<file path="config.mk">
export PLATFORM = sky130hd
export DESIGN_NAME = tabdiv_clkgen
export DESIGN_NICKNAME = d
export VERILOG_FILES = /design/src/rtl/tdiv_pkg.sv /design/src/rtl/tdiv_lut.sv /design/src/rtl/tdiv_regs.sv /design/src/rtl/tdiv_core.sv /design/src/rtl/tabdiv_clkgen.sv
export SDC_FILE = /design/constraint.sdc
export NUM_CORES = 1
export LEC_CHECK = 0
export BUFFER_PORTS_ARGS = -buffer_cell sky130_fd_sc_hd__buf_2
export CAP_MARGIN = 20
export CELL_PAD_IN_SITES_DETAIL_PLACEMENT = 0
export CELL_PAD_IN_SITES_GLOBAL_PLACEMENT = 1
export CORE_MARGIN = 2
export CORE_UTILIZATION = 42
export DETAILED_ROUTE_END_ITERATION = 6
export PLACE_DENSITY_LB_ADDON = 0.25
export SLEW_MARGIN = 20
export SYNTH_ARGS = -nofsm -noshare
export SYNTH_HDL_FRONTEND = slang
export SYNTH_SLANG_ARGS = --single-unit
</file>
<file path="constraint.sdc">
create_clock -name clk -period 4.6 [get_ports clk]
set_input_delay 0.23 -clock clk [delete_from_list [all_inputs] [get_ports clk]]
set_output_delay 0.23 -clock clk [all_outputs]
set_load 0.03 [all_outputs]
</file>
<file path="src/rtl/tdiv_pkg.sv">
package tdiv_pkg;
  localparam int CODE_W  = 4;
  localparam int RATIO_W = 6;
  localparam int SEL_DSP  = 0;
  localparam int SEL_HOST = 1;
  localparam int SEL_CARD = 2;

  // Returns 0 for a code that the selected table does not list.
  function automatic logic [RATIO_W-1:0] code_ratio(input int sel, input bit drop,
                                                    input logic [CODE_W-1:0] c);
    logic [RATIO_W-1:0] r;
    logic               wide;
    wide = (sel == SEL_DSP) || (sel == SEL_HOST);
    r = '0;
    case (c)
      4'd0:  r = (sel == SEL_HOST) ? RATIO_W'(2) : '0;
      4'd1:  r = wide ? RATIO_W'(3) : '0;
      4'd2:  r = wide ? RATIO_W'(4) : '0;
      4'd3:  r = wide ? RATIO_W'(6) : '0;
      4'd4:  r = (wide || !drop) ? RATIO_W'(8) : '0;
      4'd5:  r = RATIO_W'(12);
      4'd6:  r = RATIO_W'(16);
      4'd7:  r = RATIO_W'(18);
      4'd8:  r = RATIO_W'(24);
      4'd10: r = RATIO_W'(36);
      4'd11: r = RATIO_W'(48);
      4'd12: r = (sel == SEL_CARD) ? RATIO_W'(10) : '0;
      default: r = '0;
    endcase
    return r;
  endfunction

  function automatic logic [CODE_W-1:0] first_code(input int sel, input bit drop);
    logic [CODE_W-1:0] f;
    f = '0;
    for (int i = (1 << CODE_W) - 1; i >= 0; i--)
      if (code_ratio(sel, drop, CODE_W'(i)) != '0) f = CODE_W'(i);
    return f;
  endfunction
endpackage

</file>
<file path="src/rtl/tdiv_lut.sv">
module tdiv_lut
  import tdiv_pkg::*;
#(
  parameter int TABLE_SEL  = 0,
  parameter bit DROP_FIRST = 1'b0
) (
  input  logic [CODE_W-1:0]  code,
  output logic [RATIO_W-1:0] ratio,
  output logic               legal
);
  generate
    if (TABLE_SEL == SEL_CARD) begin : g_card
      always_comb ratio = code_ratio(SEL_CARD, DROP_FIRST, code);
    end else if (TABLE_SEL == SEL_HOST) begin : g_host
      always_comb ratio = code_ratio(SEL_HOST, 1'b0, code);
    end else begin : g_dsp
      always_comb ratio = code_ratio(SEL_DSP, 1'b0, code);
    end
  endgenerate
  assign legal = (ratio != '0);
endmodule

</file>
<file path="src/rtl/tdiv_regs.sv">
module tdiv_regs
  import tdiv_pkg::*;
#(
  parameter logic [CODE_W-1:0] RST_CODE = '0,
  parameter int GATE_BIT = 8
) (
  input  logic              clk,
  input  logic              rst,
  input  logic              wr_en,
  input  logic [CODE_W-1:0] wr_code,
  input  logic              wr_gate,
  input  logic              wr_legal,
  output logic [CODE_W-1:0] code_q,
  output logic              gate_q,
  output logic              err_q
);
  always_ff @(posedge clk) begin
    if (rst) begin
      code_q <= RST_CODE;
      gate_q <= 1'b1;
      err_q  <= 1'b0;
    end else if (wr_en) begin
      gate_q <= wr_gate;
      if (wr_legal) code_q <= wr_code;
      else          err_q  <= 1'b1;
    end
  end
endmodule

</file>
<file path="src/rtl/tdiv_core.sv">
module tdiv_core
  import tdiv_pkg::*;
#(
  parameter logic [RATIO_W-1:0] RST_RATIO = RATIO_W'(2)
) (
  input  logic               clk,
  input  logic               rst,
  input  logic               stop,
  input  logic [RATIO_W-1:0] ratio_in,
  output logic               clk_out,
  output logic               clk_en
);
  logic               run_q, run_d;
  logic [RATIO_W-1:0] cnt_q, cnt_d, n_q, n_d;
  logic               boundary;

  assign boundary = !run_q || (cnt_q == n_q - RATIO_W'(1));

  always_comb begin
    if (boundary) begin
      run_d = !stop;
      n_d   = ratio_in;
      cnt_d = '0;
    end else begin
      run_d = run_q;
      n_d   = n_q;
      cnt_d = cnt_q + RATIO_W'(1);
    end
  end

  always_ff @(posedge clk) begin
    if (rst) begin
      run_q   <= 1'b0;
      cnt_q   <= '0;
      n_q     <= RST_RATIO;
      clk_out <= 1'b0;
      clk_en  <= 1'b0;
    end else begin
      run_q   <= run_d;
      cnt_q   <= cnt_d;
      n_q     <= n_d;
      clk_out <= run_d && (cnt_d < (n_d >> 1));
      clk_en  <= run_d && (cnt_d == '0);
    end
  end
endmodule

</file>
<file path="src/rtl/tabdiv_clkgen.sv">
module tabdiv_clkgen
  import tdiv_pkg::*;
#(
  parameter int TABLE_SEL  = 0,
  parameter bit DROP_FIRST = 1'b0,
  parameter int REG_W      = 16
) (
  input  logic             clk,
  input  logic             rst,
  input  logic             wr_en,
  input  logic [REG_W-1:0] wdata,
  output logic [REG_W-1:0] rdata,
  output logic             clk_out,
  output logic             clk_en,
  output logic             err_flag
);
  localparam int GATE_BIT = 8;
  localparam int ERR_BIT  = 15;
  localparam logic [CODE_W-1:0]  RST_CODE  = first_code(TABLE_SEL, DROP_FIRST);
  localparam logic [RATIO_W-1:0] RST_RATIO = code_ratio(TABLE_SEL, DROP_FIRST, RST_CODE);

  logic [CODE_W-1:0]  code_q;
  logic               gate_q, err_q, wr_legal;
  logic [RATIO_W-1:0] wr_ratio, cur_ratio;
  logic               cur_legal;

  tdiv_lut #(.TABLE_SEL(TABLE_SEL), .DROP_FIRST(DROP_FIRST)) u_wr_lut (
    .code(wdata[CODE_W-1:0]), .ratio(wr_ratio), .legal(wr_legal));

  tdiv_lut #(.TABLE_SEL(TABLE_SEL), .DROP_FIRST(DROP_FIRST)) u_cur_lut (
    .code(code_q), .ratio(cur_ratio), .legal(cur_legal));

  tdiv_regs #(.RST_CODE(RST_CODE), .GATE_BIT(GATE_BIT)) u_regs (
    .clk(clk), .rst(rst), .wr_en(wr_en), .wr_code(wdata[CODE_W-1:0]),
    .wr_gate(wdata[GATE_BIT]), .wr_legal(wr_legal),
    .code_q(code_q), .gate_q(gate_q), .err_q(err_q));

  tdiv_core #(.RST_RATIO(RST_RATIO)) u_core (
    .clk(clk), .rst(rst), .stop(gate_q || !cur_legal), .ratio_in(cur_ratio),
    .clk_out(clk_out), .clk_en(clk_en));

  always_comb begin
    rdata = '0;
    rdata[CODE_W-1:0] = code_q;
    rdata[GATE_BIT]   = gate_q;
    rdata[ERR_BIT]    = err_q;
  end
  assign err_flag = err_q;
endmodule

</file>
==> impl_metrics.yaml <==
outcome:
  status: "finished, final reports clean"
logic_synthesis:
  synth-edff-count: 0
  yosysTopAreaCell: "dfxtp_1"
  ys_ff_latch: 27
  netlist_instances: 181
  synth_area_leaders: "dfxtp_1 (34%), ha_1 (10%), nor2_1 (5.8%)"
  yosysUniqueCellTypes: 40
  async_flop_share_pct: 0
  netlist.area_leader.share_pct: 33.5
  ys.warnings.count: 0
  seq_area_frac_synth_pct: 33.5
  synth_area_um2: 1610
  synth_flop_cell: "dfxtp_1"
  synth.avg_cell_area_um2: 8.91
grt:
  globalRoute.totalOverflow: 0
  grt_busiest_layer: "met2"
  use_met2_pct: 28.5
  use_met1_pct: 18.7
  grt_first_pass_wirelength_mm: 5.21
  grt_util_met3_pct: 2.56
  grt_max_degree: 20
  grt_pass1_vias: 1158
  grt_usage_pct: 15.4
  antenna_found_initial: 0
critical_path:
  worstPathMaxFanout: 19
  r2r_start: "u_core.n_q[0]"
  reg2reg_slack_ps: 1400
  critPathArrivalTime_ps: 3390
  crit_required_ps: 4790
  path_class: "reg2reg"
  r2r_end: "u_core.clk_out"
  endpoint_kind: "flip-flop"
  r2r_cells: 11
  start_kind: "flip-flop"
final_layout:
  n_fill_cell: 371
  layout-drive-gt1-share_pct: 13.5
  area_growth_pct: 5.74
  n_antenna_cell: 0
  post-route-util_pct: 46.2
  final_nets: 226
timing:
  hold_viol: 0
  relSlewSlack_pct: 46.8
  drv_slew: 0
  rsz0062_at_grt: "false"
  finalCritPeriodShare_pct: 69.6
  setup_viol: 0
  worstMarginPinSlew_ps: 796
  fmax_mhz: 312
  hold_ws_ps: 171
  finClkSkew_ps: 2.30
  setup_tns_ps: 0
  post-route-min-period_ps: 3200
floorplan:
  die_w_um: 66.0
  core_region_area_um2: 3690
  die_h_um: 66.0
  die_area_um2: 4350
  ios: 38
  start_util_pct: 43.7
  num_rows: 22
detailed_routing:
  drt_iter0_markers: 48
  first_pass_iters: 4
  num_vias: 1204
  routedWlPerCell_um: 12.8
  wl_mm: 3.08
  drc: 0
  antenna_left: 0
  via_per_inst: 5.00
power:
  power_uw: 493
  sequentialPowerShare_pct: 52.1
  p_leak_nw: 0.797
  combPwrFrac_pct: 21.4
  switching_share_pct: 29.8
  clkPwrFrac_pct: 26.5
  power.internal_uw: 346
  power_density_nw_per_um2: 289
  irDropWorstVdd_mv: 0.118
  p_sw_uw: 147
clocking:
  htreeDepth: 1
  cts_sinks: 27
  cts_hold_buf: 0
  clkLatencyLatePin_ps: 270
  cts_max_path_buffers: 2
  cts_resized: 0
  cts_tree: "yes"
  cts_root_buf: "clkbuf_8"
  numCtsBuffers: 3
  post-cts-setup-buffer-count: 0
  clk_pin_slew_ps: 90
place:
  gp_congestion: 0.777
  io_buffers: 16
  post-dp-hpwl_mm: 2.47
min_path:
  hold-path-cell-count: 3
  hp-start: "wdata[8]"
  min_to: "u_regs.gate_q"
  holdCritPathClass: "in2reg"
run:
  cap_violations: 0
==> area by class of cell <==
cell class / instances / area, um^2 / area share [%]
clock inverters: 1 / 5.00 / 0.293
repair buffers: 17 / 87.6 / 5.14
inverters: 15 / 56.3 / 3.30
multi-input cells: 130 / 915 / 53.6
flip-flops and latches: 27 / 541 / 31.7
well taps: 48 / 60.1 / 3.52
clock buffers: 3 / 41.3 / 2.42
==> synthesized netlist by cell type (3+ instances only) <==
master / n
nand3_1: 3
a21o_1: 3
dfxtp_1: 27
mux2i_1: 6
a21oi_1: 5
nor2_1: 25
nor3_1: 3
nand2b_1: 6
buf_6: 3
buf_4: 12
o211ai_1: 3
inv_1: 15
a31oi_1: 3
nand2_1: 9
clkbuf_1: 3
xnor2_1: 10
ha_1: 13
xor2_1: 4
==> kinds of logic (layout without fill, tap and decap cells) <==
kind of cell               after synthesis  after routing  synth area share, %
other                                    1             10                0.233
muxes                                    6              6                 3.72
and+or+nand+nor                         56             56                 16.5
DFF                                     27             27                 33.5
AOI/OAI and AO/OA                       31             31                 16.4
adders and majority gates               13             13                 10.1
buffers and inverters                   33             36                 11.9
xor gates and xnor gates                14             14                 7.60
==> routing by layer <==
metal / share of wire [%] / vias up / wire [um]
met5: 0 / - / 0
met4: 0.39 / 0 / 12
met3: 1.6 / 2 / 48
met2: 53 / 12 / 1640
met1: 45 / 571 / 1380
li1: - / 619 / -
==> worst max-delay path by stage <==
stage / startpoint / end / slack (ps)
final: u_core.n_q[0] / u_core.clk_out / 1400
after floorplan: u_core.n_q[0] / u_core.clk_out / 1600
after global placement: u_core.n_q[0] / u_core.clk_out / 1450
after global routing: u_core.n_q[0] / u_core.clk_out / 1210
after CTS: u_core.n_q[0] / u_core.clk_out / 1380
after detailed placement: u_core.n_q[0] / u_core.clk_out / 1430
==> registers in the layout, indices dropped and copies added, names as in the netlist, 4 cells and up <==
name and count:
u_core.cnt_q 6, u_core.n_q 6, u_cur_lut.ratio 6, u_regs.code_q 4
==> metrics by stage <==
stage	std cells	instance area [um^2]	worst slack [ps]
after global routing	241	1710	1210
after CTS	241	1710	1380
after floorplan	190	1650	1600
after detailed placement	237	1660	1430
after global placement	237	1660	1450
final	241	1710	1400
==> cell usage in the layout, fill, tap and decap left out, drive strengths merged, types with 6 or more instances in the layout <==
cell    Yosys  final
inv        15     15
mux2i       6      6
nand2       9      9
ha         13     13
conb        1     10
xnor2      10     10
nor2       25     25
nand2b      6      6
buf        15     17
dfxtp      27     27
==> power by group through the flow <==
stage / sequential, mW / clock, mW / combinational [mW]
3_5_place_dp: 0.262 / 0 / 0.106
2_1_floorplan: 0.267 / 0 / 0.0856
4_1_cts: 0.257 / 0.137 / 0.106
6_report: 0.257 / 0.131 / 0.106
3_3_place_gp: 0.262 / 0 / 0.103
5_1_grt: 0.258 / 0.146 / 0.117
==> worst max-delay path: stages (launching register included) <==
cell	delay, ps
dfxtp_1	370
inv_1	80
ha_1	240
xnor2_1	140
a2111o_1	460
o41ai_4	320
buf_4	280
mux2i_1	290
ha_1	280
a21o_1	170
a211o_1	310
a221oi_2	170
Power figures use the tool's default switching activity.
